**config.mk**
```make
export PLATFORM = sky130hd
export DESIGN_NAME = irq_dual_router
export DESIGN_NICKNAME = d
export VERILOG_FILES = /design/src/rtl/irq_dual_router_pkg.sv /design/src/rtl/irq_dual_router_ctrl.sv /design/src/rtl/irq_dual_router_dp.sv /design/src/rtl/irq_dual_router.sv
export SDC_FILE = /design/constraint.sdc
export NUM_CORES = 1
export LEC_CHECK = 0
export ABC_AREA = 1
export BUFFER_PORTS_ARGS = -buffer_cell sky130_fd_sc_hd__clkbuf_2
export CAP_MARGIN = 20
export CORE_UTILIZATION = 40
export DETAILED_ROUTE_END_ITERATION = 6
export PLACE_DENSITY = 0.58
export SLEW_MARGIN = 20
export SYNTH_ARGS = -nofsm -noshare
export SYNTH_HDL_FRONTEND = slang
export SYNTH_SLANG_ARGS = --single-unit
```
**constraint.sdc**
```tcl
create_clock -name clk -period 1 [get_ports clk]
set_clock_uncertainty 0.1 [all_clocks]
set_input_delay 0.2 -clock clk [delete_from_list [all_inputs] [get_ports clk]]
set_output_delay 0.2 -clock clk [all_outputs]
set_load 0.005 [all_outputs]
```
**src/rtl/irq_dual_router_pkg.sv**
```systemverilog
package irq_dual_router_pkg;

  localparam logic [7:0] OFS_NORM_EN  = 8'h04;
  localparam logic [7:0] OFS_FAST_EN  = 8'h08;
  localparam logic [7:0] OFS_NORM_PND = 8'h0C;
  localparam logic [7:0] OFS_FAST_PND = 8'h10;
  localparam logic [1:0] SIZE_WORD    = 2'b10;

  typedef enum logic [2:0] {
    RD_NONE,
    RD_NORM_EN,
    RD_FAST_EN,
    RD_NORM_PND,
    RD_FAST_PND
  } rdSel_e;

  typedef struct packed {
    logic   wrNormEn;
    logic   wrFastEn;
    rdSel_e rdSel;
  } ctrlStrobe_t;

endpackage

```
**src/rtl/irq_dual_router_ctrl.sv**
```systemverilog
module irq_dual_router_ctrl
  import irq_dual_router_pkg::*;
#(
  parameter int ADDR_W = 8
) (
  input  logic              clk,
  input  logic              rstN,
  input  logic              busSel,
  input  logic              busWr,
  input  logic [ADDR_W-1:0] busAddr,
  input  logic [1:0]        busSize,
  output ctrlStrobe_t       strobe,
  output logic              rspValid,
  output logic              rspErr
);

  logic hitNormEn, hitFastEn, hitNormPnd, hitFastPnd;
  logic mapped, isWord, accErr, okAcc;

  always_comb begin
    hitNormEn  = (busAddr == ADDR_W'(OFS_NORM_EN));
    hitFastEn  = (busAddr == ADDR_W'(OFS_FAST_EN));
    hitNormPnd = (busAddr == ADDR_W'(OFS_NORM_PND));
    hitFastPnd = (busAddr == ADDR_W'(OFS_FAST_PND));
    mapped     = hitNormEn | hitFastEn | hitNormPnd | hitFastPnd;
    isWord     = (busSize == SIZE_WORD);
    accErr     = busSel & ~(mapped & isWord);
    okAcc      = busSel & mapped & isWord;

    strobe.wrNormEn = okAcc & busWr & hitNormEn;
    strobe.wrFastEn = okAcc & busWr & hitFastEn;
    strobe.rdSel    = RD_NONE;
    if (okAcc && !busWr) begin
      if (hitNormEn)       strobe.rdSel = RD_NORM_EN;
      else if (hitFastEn)  strobe.rdSel = RD_FAST_EN;
      else if (hitNormPnd) strobe.rdSel = RD_NORM_PND;
      else                 strobe.rdSel = RD_FAST_PND;
    end
  end

  always_ff @(posedge clk or negedge rstN) begin
    if (!rstN) begin
      rspValid <= 1'b0;
      rspErr   <= 1'b0;
    end else begin
      rspValid <= busSel;
      rspErr   <= accErr;
    end
  end

endmodule

```
**src/rtl/irq_dual_router_dp.sv**
```systemverilog
module irq_dual_router_dp
  import irq_dual_router_pkg::*;
#(
  parameter int NUM_SRC     = 32,
  parameter int DATA_W      = 32,
  parameter int SYNC_STAGES = 2
) (
  input  logic               clk,
  input  logic               rstN,
  input  logic [NUM_SRC-1:0] irqLines,
  input  logic [DATA_W-1:0]  busWdata,
  input  ctrlStrobe_t        strobe,
  output logic [DATA_W-1:0]  rspData,
  output logic               normReq,
  output logic               fastReq
);

  logic [NUM_SRC-1:0] syncStage [SYNC_STAGES];
  logic [NUM_SRC-1:0] syncLines;
  logic [NUM_SRC-1:0] normEnQ, fastEnQ;
  logic [NUM_SRC-1:0] normPnd, fastPnd;
  logic [DATA_W-1:0]  rdMux;

  for (genvar s = 0; s < SYNC_STAGES; s++) begin : g_sync
    always_ff @(posedge clk or negedge rstN) begin
      if (!rstN) syncStage[s] <= '0;
      else if (s == 0) syncStage[s] <= irqLines;
      else syncStage[s] <= syncStage[(s == 0) ? 0 : s-1];
    end
  end
  assign syncLines = syncStage[SYNC_STAGES-1];

  always_ff @(posedge clk or negedge rstN) begin
    if (!rstN) begin
      normEnQ <= '0;
      fastEnQ <= '0;
    end else begin
      if (strobe.wrNormEn) normEnQ <= busWdata[NUM_SRC-1:0];
      if (strobe.wrFastEn) fastEnQ <= busWdata[NUM_SRC-1:0];
    end
  end

  assign normPnd = syncLines & normEnQ;
  assign fastPnd = syncLines & fastEnQ;

  always_comb begin
    rdMux = '0;
    unique case (strobe.rdSel)
      RD_NORM_EN:  rdMux[NUM_SRC-1:0] = normEnQ;
      RD_FAST_EN:  rdMux[NUM_SRC-1:0] = fastEnQ;
      RD_NORM_PND: rdMux[NUM_SRC-1:0] = normPnd;
      RD_FAST_PND: rdMux[NUM_SRC-1:0] = fastPnd;
      default:     rdMux = '0;
    endcase
  end

  always_ff @(posedge clk or negedge rstN) begin
    if (!rstN) begin
      rspData <= '0;
      normReq <= 1'b0;
      fastReq <= 1'b0;
    end else begin
      rspData <= rdMux;
      normReq <= |normPnd;
      fastReq <= |fastPnd;
    end
  end

endmodule

```
**src/rtl/irq_dual_router.sv**
```systemverilog
module irq_dual_router
  import irq_dual_router_pkg::*;
#(
  parameter int NUM_SRC = 32,
  parameter int ADDR_W  = 8,
  parameter int DATA_W  = 32
) (
  input  logic               clk,
  input  logic               rstN,
  input  logic [NUM_SRC-1:0] irqLines,
  input  logic               busSel,
  input  logic               busWr,
  input  logic [ADDR_W-1:0]  busAddr,
  input  logic [1:0]         busSize,
  input  logic [DATA_W-1:0]  busWdata,
  output logic               rspValid,
  output logic               rspErr,
  output logic [DATA_W-1:0]  rspData,
  output logic               normReq,
  output logic               fastReq
);

  localparam int SYNC_STAGES = 2;

  ctrlStrobe_t strobe;

  irq_dual_router_ctrl #(.ADDR_W(ADDR_W)) u_ctrl (
    .clk(clk), .rstN(rstN), .busSel(busSel), .busWr(busWr),
    .busAddr(busAddr), .busSize(busSize), .strobe(strobe),
    .rspValid(rspValid), .rspErr(rspErr)
  );

  irq_dual_router_dp #(
    .NUM_SRC(NUM_SRC), .DATA_W(DATA_W), .SYNC_STAGES(SYNC_STAGES)
  ) u_dp (
    .clk(clk), .rstN(rstN), .irqLines(irqLines), .busWdata(busWdata),
    .strobe(strobe), .rspData(rspData), .normReq(normReq), .fastReq(fastReq)
  );

endmodule

```
==> Word level (Yosys, flattened, before mapping) <==
Cells that the tools add are included.
{ "totals": {"reg_bits": 164, "out_inout_bits": 36} }
{ "classes": {"n_eq_ne": 9, "mux": 5, "bitwise_logic": 13, "n_reduce_logical": 4} }
{ "ops": {"columns": ["operator", "n"], "rows": [
  ["$pmux W32 S4", 1],
  ["$and A32 B32 Y32", 2],
  ["$reduce_or A32 Y1", 2],
  ["$eq A8 B4 Y1 const B", 2],
  ["$mux W3", 4],
  ["$eq A8 B3 Y1 const B", 1],
  ["$eq A8 B5 Y1 const B", 1],
  ["$and A1 B1 Y1", 7],
  ["$eq A3 B2 Y1 const B", 2],
  ["$eq A3 B1 Y1 const B", 1],
  ["$eq A3 B3 Y1 const B", 1],
  ["$or A1 B1 Y1", 3],
  ["$eq A2 B2 Y1 const B", 1],
  ["$logic_and A1 B1 Y1", 1],
  ["$logic_not A1 Y1", 1],
  ["$not A1 Y1", 1]
]} }

==> Logic depth before layout (Yosys ltp) <==
{ "logic_depth": {"word_depth": 10, "mapped_depth": 12, "mapped_depth_nobuf": 11} }

==> Cells and area by module <==
A second synthesis with hierarchy kept.
{ "hier_totals": {"hier_cells": 604, "hier_area_um2": 6389.9} }
{ "by_module_without_submodules": {"columns": ["mod", "n_inst", "cells_each", "area_per_inst_um2"], "rows": [
  ["irq_dual_router_dp", 1, 571, 6185.9],
  ["irq_dual_router_ctrl", 1, 33, 203.9]
]} }

==> Worst setup path before layout <==
No wires, ideal clock.
{ "synth_timing": {"path_kind": "input -> register", "from": "input port busAddr[6]", "to": "register u_dp.fastEnQ[21]", "t_arrival_ps": 1376, "required_time_ps": 770, "path_slack_ps": -606, "path_stages": 11, "n_path_buf": 1, "cell_sequence": "inv_1 nand2_1 nor2_4 nand2_1 nand3_2 nand3_4 nor2_2 nand4_2 clkbuf_1 nand2_1 o21ai_1"} }
{ "synth_via": {"elab_chain_len": 8} }
{ "synth_rtl": {"columns": ["element", "line_no", "rtl"], "rows": [
  ["from (decl)", "irq_dual_router.sv:13", "input logic [ADDR_W-1:0] busAddr,"],
  ["$eq A8 B3 Y1 or $eq A8 B4 Y1 (tied branches)", "irq_dual_router_ctrl.sv:21, irq_dual_router_ctrl.sv:22", null],
  ["$or A1 B1 Y1 (3 in a row)", "irq_dual_router_ctrl.sv:25", "mapped = hitNormEn | hitFastEn | hitNormPnd | hitFastPnd;"],
  ["$and A1 B1 Y1 (2 in a row)", "irq_dual_router_ctrl.sv:28", "okAcc = busSel & mapped & isWord;"],
  ["$and A1 B1 Y1", "irq_dual_router_ctrl.sv:31", "strobe.wrFastEn = okAcc & busWr & hitFastEn;"],
  ["$and A1 B1 Y1 (*)", "irq_dual_router_ctrl.sv:31", null],
  ["to (signal assigned)", "irq_dual_router_dp.sv:39", "if (strobe.wrFastEn) fastEnQ <= busWdata[NUM_SRC-1:0];"],
  ["to (decl)", "irq_dual_router_dp.sv:20", "logic [NUM_SRC-1:0] normEnQ, fastEnQ;"]
]} }
Every way passes the cells marked *; elsewhere a longest branch is shown, timed or not.
A chain may end at the register's enable or synchronous reset.

==> Worst setup path after layout <==
{ "layout_timing": {"from": "input port busAddr[0]", "to": "register u_dp.normEnQ[5]"} }
{ "layout_via": {"elab_chain_len": 8} }
{ "layout_rtl": {"columns": ["element", "line_no", "rtl"], "rows": [
  ["$eq A8 B3 Y1 or $eq A8 B4 Y1 (tied branches)", "irq_dual_router_ctrl.sv:21, irq_dual_router_ctrl.sv:22", null],
  ["$or A1 B1 Y1 (3 in a row)", "irq_dual_router_ctrl.sv:25", null],
  ["$and A1 B1 Y1 (2 in a row)", "irq_dual_router_ctrl.sv:28", null],
  ["$and A1 B1 Y1", "irq_dual_router_ctrl.sv:30", "strobe.wrNormEn = okAcc & busWr & hitNormEn;"],
  ["$and A1 B1 Y1 (*)", "irq_dual_router_ctrl.sv:30", null],
  ["to (signal assigned)", "irq_dual_router_dp.sv:38", "if (strobe.wrNormEn) normEnQ <= busWdata[NUM_SRC-1:0];"],
  ["to (decl)", "irq_dual_router_dp.sv:20", null]
]} }
Marks and branches as above.

==> qor.yml <==
power_and_ir_drop:
  p_int_uw: 10900
  clkPwrFrac_pct: 46.7
  swShare_pct: 23.7
  total_power_uw: 14300
  power_frac_seq_pct: 47.9
  power_switching_uw: 3380
  p_per_area_mw_per_mm2: 1260
  combPwrFrac_pct: 5.4
  ir_drop_v: 0.00120
  leakagePower_uw: 0.00605
clocking:
  htree_levels: 4
  clkTransAtPathRegs_ns: 0.07
  clock_path_buffers: 2
  numClockSinks: 164
  clock_latency_ns: 0.45
  cts-root-buf: "clkbuf_16"
  cts_made_buffers: 17
  cts_tree: "yes"
sta:
  min_period_ns: 1.45
  finalWorstSetupSlack_ns: -0.448
  finalSetupViolations: 134
  finalHoldWorstSlack_ns: 0.0645
  finalSetupTns_ns: -46.82
  max_freq_ghz: 0.690
  hold_viol: 0
  maxSlewHeadroom_pct: 80.6
  rsz0062_at_grt: "true"
  period_share_pct: 145
  drv_slew: 0
  worstMarginPinSlew_ns: 0.288
placed_design:
  gp_congestion: 0.817
  port-buffer-count: 113
  place_area_mm2: 0.00848
  dp_hpwl_um: 12300
routing:
  drt-pass1-iter-count: 5
  post_drt_wl_per_cell_um: 17.8
  drt-initial-drc-count: 572
  drc: 0
  totalWireLength_um: 23200
  vias: 6590
  avgViaCountPerCell: 5.08
  drtAntennaViolNets: 0
finish:
  final_cell_area_mm2: 0.0114
  fin_util_pct: 68.3
  final_common_cell: "dfrtp_1"
  layout.nets: 1143
  layout-drive-gt1-share_pct: 48.6
  syn2layout_area_growth_pct: 66.5
  diodes: 0
  mostFrequentLayoutCells: "dfrtp_1 (164), clkbuf_2 (111), buf_4 (99), nand2_1 (87), inv_1 (86)"
floorplanning:
  io-pin-count: 114
  die_h_um: 133
  fp.coreArea_mm2: 0.0166
  rows: 47
  initial_core_util_pct: 41.0
  die_area_mm2: 0.0176
  die_w_um: 133
critical_path:
  slowest_delay_ns: 0.20
  cp_cell_sequence: "clkbuf_16, inv_12, nand2_4, nor2_4, nand2_2, nand3_4, nand3_4, buf_6, nor2_4, buf_6, nand2_8, clkbuf_16, nand2_2, o21ai_2"
  cp-end-kind: "flip-flop"
  path_class: "primary input to flip-flop"
  startpoint_type: "primary input"
  worstPathRequired_ns: 1.23
  crit_family: "simple AND/OR/NAND/NOR gates"
  cp.arrival_ns: 1.68
  critical_path_buf_inv_count: 5
  worstPathMaxFanout: 5
  cp_slowest_cell: "clkbuf_16"
synthesis:
  syn-num-nets: 835
  ys_types: 23
  synth_warnings: 0
  synth_area_mm2: 0.00682
  postSynthAreaPerCell_um2: 9.01
  ys_seq_elements: 164
  ys_seq_area_share_pct: 60.2
  syn_inst: 757
grt:
  grt_pass1_wl_um: 32300
  grt_overflow: 0
  antenna_found_initial: 0
  grt_max_degree: 55
  grt_pass1_vias: 6160
  grt.total_usage_pct: 24.2
flow_run:
  maxCapViolCount: 0
run_status:
  violations: "setup timing"
  outcome: "complete, but fails checks"
worst_hold_path:
  hp-class: "primary input to async pin"
-- flip-flops by register name (all words and copies together) (netlist names) --
signal,cells
u_dp.fastEnQ,32
u_dp.normEnQ,32
u_dp.rspData,32
u_dp.syncLines,32
u_dp.syncStage,32
u_ctrl.rspErr,1
u_ctrl.rspValid,1
u_dp.fastReq,1
u_dp.normReq,1
-- logic make-up (layout without fill, tap and decap cells) --
group,Yosys count,in the layout,share of synthesized area [%]
AO/OA/AOI/OAI,66,66,4.88
buffers and inverters,163,483,9.79
AND/OR/NAND/NOR,364,365,25.2
flip-flops,164,164,60.2
-- final timing paths --
path,from,end,slack (ns),depth (start not counted)
min in group clk,busSize[0],u_ctrl.rspErr,0.12,4
max in group asynchronous,rstN,u_dp.rspData[31],0.22,3
hold reg to reg,u_dp.syncStage[37],u_dp.syncLines[5],0.25,0
setup / recovery,busAddr[0],u_dp.normEnQ[5],-0.45,14
hold / removal,rstN,u_dp.syncStage[58],0.06,2
setup reg to reg,u_dp.syncLines[11],u_dp.fastReq,-0.41,5
-- metal layers --
layer  global-route usage, %  share of wire, %  vias up
met5                       0                 0        -
met4                    8.43               2.5        0
met3                    5.10               6.9       52
met2                    38.9                49      268
met1                    32.4                42     3226
li1                        -                 -     3044
-- metrics by stage --
step / std cells / setup WS (ns)
final: 1298 / -0.448
after global routing: 1298 / -0.528
after CTS: 1283 / -0.427
after detailed placement: 1163 / -0.804
after global placement: 1163 / -0.741
after floorplan: 757 / -0.568
-- worst register-to-register path, stage by stage, from the launching register on --
cell     delay (ns)
dfrtp_1        0.41
nand2_2        0.10
nand4_1        0.11
nor4_2         0.34
buf_4          0.18
nand2_2        0.05
-- cells in the mapped netlist --
cell type	n	area share, %
nor2_2	2	0.18
o21ai_1	65	4.8
nand3_4	1	0.26
nand3_1	147	11
nor2_4	2	0.33
buf_6	6	0.99
inv_2	7	0.39
clkbuf_1	20	1.1
nand3_2	1	0.15
buf_1	1	0.055
nand3b_1	13	1.4
dfrtp_1	164	60
nor3_4	1	0.24
inv_1	88	4.8
nand4_2	1	0.18
nand2_2	3	0.28
buf_2	9	0.66
nor2_1	4	0.22
a21boi_0	1	0.11
nand4_1	16	1.5
nor4_1	4	0.37
nand2_1	169	9.3
clkinv_1	32	1.8
-- power groups by stage --
stage	registers [uW]	logic (uW)	clock network [uW]
5_1_grt	6850	847	7030
2_1_floorplan	6930	114	0
4_1_cts	6830	750	6740
6_report	6840	769	6670
3_3_place_gp	6960	529	0
3_5_place_dp	6960	528	0
-- final cells by class --
cell class	instances	area (um^2)
clock buffer	18	429
clock inverter	14	168
fill	1242	5280
inverter	127	504
multi-input combinational	431	2950
sequential	164	4100
tap	220	275
timing repair buffer	324	2930
-- timing repair --
action / in CTS / in global routing
buffers inserted: 15 / 1
endpoints found under the setup margin: 134 / 134
hold buffers: 66 / 0
cloned: 8 / 16
pin swaps: 17 / 47
hold endpoints to repair: 262 / 0
gates resized for setup: 81 / 199
Note: power is estimated with default switching activity, not from simulation.
